==> config.mk <==
export PLATFORM = sky130hd
export DESIGN_NAME = mgmt_phy_responder
export DESIGN_NICKNAME = d
export VERILOG_FILES = /design/src/rtl/mgmt_phy_pkg.sv /design/src/rtl/mgmt_cmd_port.sv /design/src/rtl/mgmt_phy_regfile.sv /design/src/rtl/mgmt_phy_responder.sv
export SDC_FILE = /design/constraint.sdc
export NUM_CORES = 1
export LEC_CHECK = 0
export BUFFER_PORTS_ARGS = -buffer_cell sky130_fd_sc_hd__buf_4
export CORE_ASPECT_RATIO = 0.7
export CORE_UTILIZATION = 45
export CTS_BUF_LIST = sky130_fd_sc_hd__clkbuf_4 sky130_fd_sc_hd__clkbuf_8
export CTS_CLUSTER_SIZE = 12
export DETAILED_ROUTE_END_ITERATION = 16
export MAX_ROUTING_LAYER = met4
export PLACE_DENSITY = 0.76
export SLEW_MARGIN = 20
export SYNTH_ARGS = -nofsm -noshare
export SYNTH_HDL_FRONTEND = slang
export SYNTH_SLANG_ARGS = --single-unit
==> constraint.sdc <==
create_clock -name clk_i -period 2.9 [get_ports clk_i]
set_input_delay 0.58 -clock clk_i [delete_from_list [all_inputs] [get_ports clk_i]]
set_output_delay 0.58 -clock clk_i [all_outputs]
set_load 0.01 [all_outputs]
==> src/rtl/mgmt_phy_pkg.sv <==
package mgmt_phy_pkg;
  localparam int unsigned PHY_ADDR_W = 4;
  localparam int unsigned REG_IDX_W  = 4;
  localparam int unsigned PHY_REG_W  = 16;

  // command word layout
  localparam int unsigned CMD_ADDR_LSB = 12;
  localparam int unsigned CMD_REG_LSB  = 4;
  localparam int unsigned CMD_WR_BIT   = 1;
  localparam int unsigned CMD_BUSY_BIT = 0;

  localparam logic [REG_IDX_W-1:0] REG_CTRL    = 4'd0;
  localparam logic [REG_IDX_W-1:0] REG_STAT    = 4'd1;
  localparam logic [REG_IDX_W-1:0] REG_ID_HI   = 4'd2;
  localparam logic [REG_IDX_W-1:0] REG_ID_LO   = 4'd3;
  localparam logic [REG_IDX_W-1:0] REG_ADV     = 4'd4;
  localparam logic [REG_IDX_W-1:0] REG_PARTNER = 4'd5;

  localparam logic [PHY_REG_W-1:0] CTRL_RST_VAL  = 16'h3100;
  localparam logic [PHY_REG_W-1:0] CTRL_KEEP     = 16'h7DFF;
  localparam int unsigned          CTRL_SRST_BIT = 15;
  localparam logic [PHY_REG_W-1:0] STAT_FIXED    = 16'hFE28;
  localparam int unsigned          STAT_LINK_BIT = 2;
  localparam logic [PHY_REG_W-1:0] ID_HI_VAL     = 16'h0044;
  localparam logic [PHY_REG_W-1:0] ID_LO_VAL     = 16'h1400;
  localparam logic [PHY_REG_W-1:0] PARTNER_VAL   = 16'h0DE0;

  typedef struct packed {
    logic [PHY_ADDR_W-1:0] phy_addr;
    logic [REG_IDX_W-1:0]  reg_idx;
    logic                  wr;
  } mgmt_cmd_t;
endpackage

==> src/rtl/mgmt_cmd_port.sv <==
module mgmt_cmd_port
  import mgmt_phy_pkg::*;
#(
  parameter int unsigned BUS_W = 32
) (
  input  logic                 clk_i,
  input  logic                 rst_ni,
  input  logic                 bus_we_i,
  input  logic                 bus_sel_i,
  input  logic [BUS_W-1:0]     bus_wdata_i,
  output logic [BUS_W-1:0]     bus_rdata_o,
  output logic                 exec_o,
  output mgmt_cmd_t            cmd_o,
  output logic [PHY_REG_W-1:0] wr_data_o,
  input  logic                 rd_load_i,
  input  logic [PHY_REG_W-1:0] rd_data_i
);
  logic [BUS_W-1:0] cmd_q, data_q;
  logic             exec_q;
  logic             cmd_wr, data_wr;

  assign cmd_wr  = bus_we_i & bus_sel_i;
  assign data_wr = bus_we_i & ~bus_sel_i;

  always_ff @(posedge clk_i or negedge rst_ni) begin
    if (!rst_ni) begin
      cmd_q  <= '0;
      exec_q <= 1'b0;
    end else begin
      exec_q <= cmd_wr;
      if (cmd_wr) begin
        cmd_q               <= bus_wdata_i;
        cmd_q[CMD_BUSY_BIT] <= 1'b0;
      end
    end
  end

  // read result takes the data register over a concurrent bus write
  always_ff @(posedge clk_i or negedge rst_ni) begin
    if (!rst_ni)        data_q <= '0;
    else if (rd_load_i) data_q <= BUS_W'(rd_data_i);
    else if (data_wr)   data_q <= bus_wdata_i;
  end

  assign exec_o         = exec_q;
  assign cmd_o.phy_addr = cmd_q[CMD_ADDR_LSB +: PHY_ADDR_W];
  assign cmd_o.reg_idx  = cmd_q[CMD_REG_LSB +: REG_IDX_W];
  assign cmd_o.wr       = cmd_q[CMD_WR_BIT];
  assign wr_data_o      = data_q[PHY_REG_W-1:0];
  assign bus_rdata_o    = bus_sel_i ? cmd_q : data_q;

  AST_EXEC_AFTER_CMD: assert property (@(posedge clk_i) disable iff (!rst_ni)
    cmd_wr |=> exec_o);
  AST_READ_ZERO_EXT: assert property (@(posedge clk_i) disable iff (!rst_ni)
    rd_load_i |=> (data_q[BUS_W-1:PHY_REG_W] == '0));
  AST_WRITE_CMD_KEEPS_DATA: assert property (@(posedge clk_i) disable iff (!rst_ni)
    (exec_o && !rd_load_i && !data_wr) |=> $stable(data_q));
endmodule

==> src/rtl/mgmt_phy_regfile.sv <==
module mgmt_phy_regfile
  import mgmt_phy_pkg::*;
(
  input  logic                  clk_i,
  input  logic                  rst_ni,
  input  logic [PHY_ADDR_W-1:0] phy_addr_i,
  input  logic                  link_up_i,
  input  logic                  exec_i,
  input  mgmt_cmd_t             cmd_i,
  input  logic [PHY_REG_W-1:0]  wr_data_i,
  output logic                  rd_load_o,
  output logic [PHY_REG_W-1:0]  rd_data_o
);
  logic [PHY_REG_W-1:0] ctrl_q, adv_q, stat_val;
  logic                 hit, do_wr;

  assign hit       = exec_i && (cmd_i.phy_addr == phy_addr_i);
  assign do_wr     = hit && cmd_i.wr;
  assign rd_load_o = hit && !cmd_i.wr;

  always_ff @(posedge clk_i or negedge rst_ni) begin
    if (!rst_ni) begin
      ctrl_q <= CTRL_RST_VAL;
      adv_q  <= '0;
    end else if (do_wr) begin
      case (cmd_i.reg_idx)
        REG_CTRL: begin
          if (wr_data_i[CTRL_SRST_BIT]) begin
            ctrl_q <= CTRL_RST_VAL;
            adv_q  <= '0;
          end else begin
            ctrl_q <= wr_data_i & CTRL_KEEP;
          end
        end
        REG_ADV: adv_q <= wr_data_i;
        default: ;
      endcase
    end
  end

  always_comb begin
    stat_val                = STAT_FIXED;
    stat_val[STAT_LINK_BIT] = link_up_i;
    case (cmd_i.reg_idx)
      REG_CTRL:    rd_data_o = ctrl_q;
      REG_STAT:    rd_data_o = stat_val;
      REG_ID_HI:   rd_data_o = ID_HI_VAL;
      REG_ID_LO:   rd_data_o = ID_LO_VAL;
      REG_ADV:     rd_data_o = adv_q;
      REG_PARTNER: rd_data_o = PARTNER_VAL;
      default:     rd_data_o = '0;
    endcase
  end

  AST_MISMATCH_NO_EFFECT: assert property (@(posedge clk_i) disable iff (!rst_ni)
    (exec_i && cmd_i.phy_addr != phy_addr_i) |=> ($stable(ctrl_q) && $stable(adv_q)));
  AST_SELF_RESET: assert property (@(posedge clk_i) disable iff (!rst_ni)
    (do_wr && cmd_i.reg_idx == REG_CTRL && wr_data_i[CTRL_SRST_BIT])
      |=> (ctrl_q == CTRL_RST_VAL && adv_q == '0));
  AST_RO_WRITE_IGNORED: assert property (@(posedge clk_i) disable iff (!rst_ni)
    (do_wr && cmd_i.reg_idx != REG_CTRL && cmd_i.reg_idx != REG_ADV)
      |=> ($stable(ctrl_q) && $stable(adv_q)));
  AST_CTRL_NO_RESTART: assert property (@(posedge clk_i) disable iff (!rst_ni)
    $changed(ctrl_q) |-> (ctrl_q[9] == 1'b0));
endmodule

==> src/rtl/mgmt_phy_responder.sv <==
module mgmt_phy_responder
  import mgmt_phy_pkg::*;
#(
  parameter int unsigned BUS_W = 32
) (
  input  logic                  clk_i,
  input  logic                  rst_ni,
  input  logic [PHY_ADDR_W-1:0] phy_addr_i,
  input  logic                  link_up_i,
  input  logic                  bus_we_i,
  input  logic                  bus_sel_i,
  input  logic [BUS_W-1:0]      bus_wdata_i,
  output logic [BUS_W-1:0]      bus_rdata_o
);
  mgmt_cmd_t            cmd;
  logic                 exec;
  logic                 rd_load;
  logic [PHY_REG_W-1:0] wr_data, rd_data;

  mgmt_cmd_port #(.BUS_W(BUS_W)) u_port (
    .clk_i       (clk_i),
    .rst_ni      (rst_ni),
    .bus_we_i    (bus_we_i),
    .bus_sel_i   (bus_sel_i),
    .bus_wdata_i (bus_wdata_i),
    .bus_rdata_o (bus_rdata_o),
    .exec_o      (exec),
    .cmd_o       (cmd),
    .wr_data_o   (wr_data),
    .rd_load_i   (rd_load),
    .rd_data_i   (rd_data)
  );

  mgmt_phy_regfile u_regs (
    .clk_i      (clk_i),
    .rst_ni     (rst_ni),
    .phy_addr_i (phy_addr_i),
    .link_up_i  (link_up_i),
    .exec_i     (exec),
    .cmd_i      (cmd),
    .wr_data_i  (wr_data),
    .rd_load_o  (rd_load),
    .rd_data_o  (rd_data)
  );

  AST_LOAD_ONLY_ON_EXEC: assert property (@(posedge clk_i) disable iff (!rst_ni)
    rd_load |-> exec);
endmodule

==> results.md, run 1 <==
Clock tree:
- The TritonCTS clock tree is yes.
- Buffers inserted to repair hold after CTS numbered 0.
- The source-to-sink clock delay at the later pin of the worst-skew pair is 0.37 ns.
- Clock-pin slew was measured on the worst setup and hold paths at 0.09 ns.
- CTS built an H-tree with a depth of 3.
- In this run the post-CTS setup repair buffer count came out at 0.
- The total CTS buffers is 9.
- Counting every sink on the clock net gives 94.
- The number of buffers on the longest clock path is 2.
- Once the clock tree was built, the resizer swapped 0 gates to a different size.
- The tree is rooted in a clkbuf_8.

Global routing:
- The global-route wire length before repair is 17.1 mm.
- Entering global routing, the biggest net connects 77 pins.
- In the global route stage, overall resource usage came out at 22.0%.
- The number of antenna violations at the first check in global routing is 0.
- The sum of overflow across all layers after global routing is 0.
- The via count of the first global-routing pass is 3310.

Logic synthesis:
- The number of enable-type register cells in the synthesized netlist is 0.
- The netlist area before placement is 4590 um^2.
- Yosys printed 0 warnings.
- For this run, the leading register cell type out of synthesis is dfrtp_1.
- The number of nets handed over by synthesis was 430.
- After synthesis, the largest family of logic cells by area is multiplexers.
- After Yosys synthesis, full adders, half adders and majority gates account for 0% of the synthesized area.
- By area the synthesized netlist is led by dfrtp_1, mux2_2, mux2i_1, nand2_1, a22o_1.
- Of the total synthesized cell area, the portion taken by AND, OR, NAND and NOR gates is 10.4%.
- The area fraction of the dominant cell type after synthesis is 49.6%.
- After Yosys synthesis, XOR and XNOR cells account for 1.25% of the synthesized area.
- The number of distinct library cells after synthesis is 33.
- The multiplexer share of the synthesized area is 26.2%.
- After technology mapping, the gate count stands at 389.
- The mean instance size in the synthesized netlist is 11.8 um^2.
- The flop and latch count out of synthesis is 94.
- The area fraction in compound gates after synthesis is 7.71%.
- The share of synthesized flip-flops with an asynchronous set or reset is 100%.
- The biggest area contributor in the post-synthesis netlist is dfrtp_1.
- For this run, the register share of the synthesized area comes to 51.3%.

Detailed routing:
- For this run, design rule violations remaining after detail routing come to 0.
- The detail route stage leaves a number of antenna-violating nets equal to 0.
- The total via count in the routed design is 3238.
- The mean routed wirelength per cell is 17.6 um.
- The total length of routed wires is 10.5 mm.
- The first detailed-routing pass took 4 iterations.
- The number of vias per cell after detailed routing is 5.44.
- The number of violations reported at the end of detailed-routing iteration 0 is 153.

Critical path:
- The startpoint type of the worst setup path is a flop.
- The highest net fanout along the worst path is 16.
- The kind of end point of the critical path is a flop.
- The largest single stage delay on the critical path is 0.89 ns.
- The cell family contributing the most delay on the critical path is simple AND/OR/NAND/NOR gates.
- The number of buffer and inverter instances along the worst setup path is 0.
- Data on the critical path is required at its endpoint by 3.16 ns.
- The cell with the largest stage delay on the worst path is or4_1.
- Traced cell by cell, the critical path runs through xnor2_2 > nand4_4 > or4_1 > a22o_1.
- By startpoint and endpoint, the worst setup path is classified as flop to flop.
- The signal arrival time at the worst endpoint is 2.43 ns.

Power:
- Total power for the finished layout comes to 3.19 mW.
- The largest voltage drop on the vdd net is 0.000367 V.
- In this run the static leakage power is 2.53 nW.
- Power spread over the standard cell area amounts to 576 nW/um^2.

Die:
- The die span in x is 123 um.
- The number of ports placed on the die boundary is 73.
- The die height is 86.5 um.
- Once the floorplan was initialized, standard cells occupied 46.9% of the core.
- The floorplan step defined a die boundary enclosing 10600 um^2.
- The core outline area is 9800 um^2.
- Row generation in the floorplan step produced 30 rows.

Finish:
- Fill cells in the final layout number 786.
- The fraction of layout cells with a size suffix above 1 is 42.4%.
- The number of antenna diodes in the final layout is 0.
- The area taken by flip-flops and latches is 2360 um^2.
- Summing all multi-input logic gate instances after layout gives 2100 um^2.
- In the final design database the tool counted 503 nets.
- The area growth from synthesis to layout is 20.7%.

Timing:
- The actual transition at the worst max-transition pin is 0.932 ns.
- The largest clock skew in the final design is 0.0119 ns.
- The ratio of final minimum period to clock period is 75.0%.
- Adding up every negative setup slack in the final design gives 0 ns.
- The count of pins over their slew limit is 0.
- The slack of the critical path is 0.726 ns.
- The total of endpoints with negative setup slack in the final report is 0.
- Setup repair after global routing left no endpoint under its margin.
- Derived from the worst setup path, the maximum achievable clock frequency is 460 MHz.
- The worst path in the final design needs a cycle of 2.17 ns, including I/O delays and setup.
- The worst pin sits at a relative slew slack of 37.9%.
- The number of hold violations in the final report was 0.

Run status:
- The flow ran to the end, and the final reports show no timing, DRC or antenna violations.

Flow run:
- The number of violations of the max-capacitance limit is 0.

Placed design:
- The detailed-placement wirelength estimate is 7.07 mm.
- The worst setup timing slack at the placement stage is 0.444 ns.
- The number of input and output port buffers inserted is 72.
- The congestion estimate from routability-driven global placement came to 0.808.

Worst hold path:
- The worst hold path belongs to the class input pin to async pin.
[flip-flops by register name (all words and copies together) (netlist names)]
| register | flops |
|---|---|
| u_port.exec_o | 1 |
| u_port.cmd_q | 31 |
| u_regs.ctrl_q | 14 |
| u_regs.adv_q | 16 |
| u_port.data_q | 32 |
[cell usage in the layout (no fill, tap or decap), types with 2 or more instances in the layout]
cell and count:
mux2i_1 30, inv_1 6, nor2b_1 14, buf_12 2
a22o_1 16, a211o_1 2, nor2_1 12, clkinv_4 2
o2bb2ai_1 3, dfrtp_1 91, nand2_1 56, buf_4 88
nor3_1 2, clkinvlp_4 3, o21bai_1 2, xnor2_2 3
a21o_1 2, nor4_4 2, clkbuf_8 9, mux2_2 80
dfstp_2 3, a21oi_1 19, o21ai_0 6
[stage by stage]
| stage | utilization (%) | hold slack, ns | instances | cell area [um^2] |
|---|---|---|---|---|
| after floorplan | - | 0.284 | 389 | 4590 |
| after global placement | 54.5 | 0.454 | 579 | 5340 |
| after detailed placement | 54.5 | 0.457 | 579 | 5340 |
| after CTS | 56.6 | 0.0624 | 595 | 5540 |
| after global routing | 56.6 | 0.0785 | 595 | 5540 |
| final | 56.6 | 0.0745 | 595 | 5540 |
[cell usage after synthesis (3+ instances only)]
cell type   n
dfrtp_1    91
mux2_2     80
nand2_1    56
mux2i_1    30
a21oi_1    19
a22o_1     16
clkbuf_1   15
nor2b_1    15
nor2_1     12
buf_2       8
inv_1       6
o21ai_0     6
buf_1       4
dfstp_2     3
o2bb2ai_1   3
xnor2_2     3
[logic make-up (layout without fill, tap and decap cells)]
group / after synthesis / after routing
flops: 94 / 94
buf+inv: 34 / 112
mux: 110 / 110
xor+xnor: 4 / 4
compound gates: 52 / 52
simple gates: 95 / 95
[worst reg2reg max path: cells and delay by family, from the launching register on]
kind	cells	cell delay (ns)
DFF	1	0.43
AOI/OAI and AO/OA	1	0.35
and+or+nand+nor	2	1.09
xor gates and xnor gates	1	0.19
[cell type report]
type | count | share of cell area, %
timing repair buffer | 90 | 12.6
clock inverter | 7 | 1.35
sequential | 94 | 42.5
inverter | 6 | 0.406
tap | 128 | 2.89
multi-input combinational | 261 | 38.0
clock buffer | 9 | 2.23
[layer usage]
layer,track usage [%],vias to the layer above,routed length [um]
li1,-,1502,-
met1,29.9,1644,5020
met2,33.0,73,4800
met3,4.34,19,439
met4,7.65,0,191
met5,-,-,0
[power breakdown]
part	switching (mW)	total, mW	internal (mW)
registers	0.112	1.57	1.46
logic	0.351	0.741	0.391
clock network	0.482	0.881	0.399
[worst paths after layout]
check / to / slack [ns] / cells past startpoint / startpoint
hold reg to reg: u_regs.ctrl_q[13] / 0.47 / 2 / u_regs.ctrl_q[13]
min in group clk_i: u_port.cmd_q[1] / 0.43 / 3 / bus_wdata_i[1]
max in group asynchronous: u_regs.ctrl_q[13] / 2.11 / 2 / rst_ni
setup / recovery: u_regs.adv_q[8] / 0.73 / 4 / u_port.cmd_q[15]
hold / removal: u_port.cmd_q[14] / 0.07 / 1 / rst_ni
setup reg to reg: u_regs.adv_q[8] / 0.73 / 4 / u_port.cmd_q[15]
Note: power is estimated with default switching activity, not from simulation.
==> run 2: changes to the inputs <==
- clock period: 2.9 -> 2.25 ns (I/O delays scaled with it)
==> run 2 against run 1 <==
Sequential share of layout area decreased by 0.37 points. Combinational power increased by 28%. First-iteration DRC count increased by 48%. Critical path depth decreased by 1. Global-route usage increased by 0.99 points. Total power increased by 32%. Routed wire length increased by 3.0%. Utilization increased by 0.50 points. Cell count increased by 0.84%. Largest power group unchanged. Clock skew decreased by 0.00082 ns. Sequential cell count unchanged.
==> results.md, run 2 (synthesis results as in run 1) <==
Run status:
- Result of the run: finished, final reports clean (unchanged).

Placed design:
- The post-placement cell count was 585 (was 579).
- The routability congestion estimate from global placement was 0.849 (was 0.808).
- The detailed-placement wirelength estimate is 7.51 mm (was 7.07 mm).
- The number of input and output port buffers inserted is 72 (unchanged).

Global routing:
- The number of antenna violations at the first check in global routing is 0 (unchanged).
- The global-route wire length before repair was 17.9 mm (was 17.1 mm).
- The via count of the first global-routing pass is 3420 (was 3310).
- The maximum number of pins on one net before global-route repair is 36 (was 77).
- The sum of overflow across all layers after global routing came to 0 (unchanged).
- The global router's overall resource usage came to 23.0% (was 22.0%).

Detailed routing:
- The mean routed wirelength per cell is 18.0 um (was 17.6 um).
- The total via count in the routed design is 3272 (was 3238).
- The number of vias per cell after detailed routing is 5.45 (was 5.44).
- The number of nets still failing antenna checks after routing is 0 (unchanged).
- The number of violations reported at the end of detailed-routing iteration 0 was 227 (was 153).
- The number of iterations in the first detailed-routing pass is 4 (unchanged).
- The total length of routed wires is 10.8 mm (was 10.5 mm).
- The remaining design rule violation count is 0 (unchanged).

Finish:
- The number of flip-flops in the largest register came to 32 (unchanged).
- Most frequent cells in the layout: buf_4, dfrtp_1, mux2_2 (was dfrtp_1, buf_4, mux2_2).
- The fraction of layout cells with a size suffix above 1 came to 43.0% (was 42.4%).
- Regs by FF count: u_port.data_q (32), u_port.cmd_q (31), u_regs.adv_q (16) (unchanged).
- The number of nets in the final layout came to 509 (was 503).
- The final cell count without fillers is 600 (was 595).
- The total inserted antenna cells is 0 (unchanged).
- The register name with the most flops was u_port.data_q (unchanged).
- The leading cell type in the layout, fill and taps excluded is buf_4 (was dfrtp_1).
- The area growth from synthesis to layout is 21.8% (was 20.7%).

Clock tree:
- The number of setup buffers added after CTS is 0 (unchanged).
- The count of cells resized by post-cts repair is 0 (unchanged).
- The clock transition at the register clock pins on the worst setup and hold paths after CTS is 0.09 ns (about the same).
- The total CTS buffers is 9 (unchanged).
- The number of sinks driven by the clock tree is 94 (unchanged).
- The number of buffers added to fix hold violations after cts was 0 (unchanged).
- The number of buffers on the longest clock path is 2 (unchanged).
- The clock root buffer is clkbuf_8 (unchanged).
- The TritonCTS clock tree is yes (unchanged).
- The source-to-sink clock delay at the later pin of the worst-skew pair is 0.37 ns (about the same).
- The count of H-tree levels built during CTS was 3 (unchanged).

Timing:
- The actual transition at the worst max-transition pin is 0.711 ns (was 0.932 ns).
- Setup repair after global routing missed its margin: no (unchanged).
- The headroom to the max-slew limit is 52.5% (was 37.9%).
- The total of endpoints with negative setup slack in the final report was 0 (unchanged).
- Based on the critical path, the design can be clocked at up to 492 MHz.
- The routed design could run at a clock period as short as 2.03 ns.
- The largest clock skew in the final design is 0.0111 ns (was 0.0119 ns).
- The count of pins over their slew limit is 0 (unchanged).
- The ratio of final minimum period to clock period is 90.3%.
- The total negative slack for setup checks is 0 ns (unchanged).
- The number of hold violations in the final report is 0 (unchanged).

Die:
- The total number of placement rows is 30 (unchanged).
- The die span in x is 123 um (unchanged).
- The initial cell density of the core came to 46.9% (unchanged).
- The floorplan die area was 10600 um^2 (unchanged).
- The die height came to 86.5 um (unchanged).
- The core outline area is 9800 um^2 (unchanged).
- The number of ports placed on the die boundary is 73 (unchanged).

Power:
- The total power density per cell area is 756 nW/um^2 (was 576 nW/um^2).
- The leakage power figure is 2.57 nW (was 2.53 nW).
- The largest voltage drop on the vdd net was 0.000360 V (was 0.000367 V).

Critical path:
- The startpoint type of the worst setup path is a flop (unchanged).
- The signal arrival time at the worst endpoint was 1.58 ns (was 2.43 ns).
- The highest net fanout along the worst path is 12 (was 16).
- The critical path data required time is 1.80 ns (was 3.16 ns).
- The kind of end point of the critical path is a primary output (was flop).
- The category of the critical setup timing path was flop to primary output (was flop to flop).

Flow run:
- The number of violations of the max-capacitance limit is 0 (unchanged).

Worst hold path:
- The worst hold-check path type is input pin to async pin (unchanged).
[run 2: changes by cell type in the layout (fill, tap and decap cells not counted), sizes merged]
cell,before,now
inv,6,7
clkbuf,9,10
buf,90,96
clkinvlp,3,2
bufinv,1,2
clkinv,3,0
[run 2: cell type report]
type | count | area [um^2]
clock buffer | 10 | 131
clock inverter | 5 | 83.8
fill | 808 | 4210
inverter | 6 | 22.5
multi-input combinational | 261 | 2100
sequential | 94 | 2360
tap | 128 | 160
timing repair buffer | 96 | 733
[run 2: path summary, 6_finish.rpt]
kind | from | endpoint | slack (ns) | cells past startpoint
worst max-delay path | u_port.cmd_q[6] | bus_rdata_o[6] | 0.22 | 3
worst max register to register | u_port.cmd_q[14] | u_regs.adv_q[7] | 0.28 | 5
max in group asynchronous | rst_ni | u_port.cmd_q[26] | 1.63 | 2
worst min register to register | u_regs.ctrl_q[8] | u_regs.ctrl_q[8] | 0.49 | 2
min in group clk_i | bus_wdata_i[11] | u_port.cmd_q[11] | 0.31 | 2
worst min-delay path | rst_ni | u_regs.ctrl_q[7] | 0.03 | 1
[run 2: metrics by stage]
stage	worst slack, ns	utilization [%]	hold slack [ns]	area (um^2)	power [mW]
floorplan	0.314	-	0.154	4590	2.58
global placement	0.179	54.9	0.430	5380	2.99
detailed placement	0.126	54.9	0.430	5380	3.03
CTS	0.209	57.1	0.0297	5590	4.26
global route	0.156	57.1	0.0394	5590	4.43
finish	0.219	57.1	0.0272	5590	4.23
[run 2: power breakdown]
group	internal, mW	total (mW)	switching, mW
sequential	1.88	2.04	0.166
combinational	0.506	0.948	0.442
clock	0.636	1.23	0.598
total	3.02	4.23	1.21
[run 2: layer usage]
layer	wire length, um	up-vias	GRT usage, %
met5	0	-	-
met4	110	0	6.87
met3	517	7	5.13
met2	5140	88	35.1
met1	5000	1668	30.8
li1	-	1509	-
[run 2: critical path, cell delays in order (launching register included)]
cell	delay [ns]
dfrtp_1	0.54
buf_4	0.27
mux2_2	0.27
buf_4	0.14
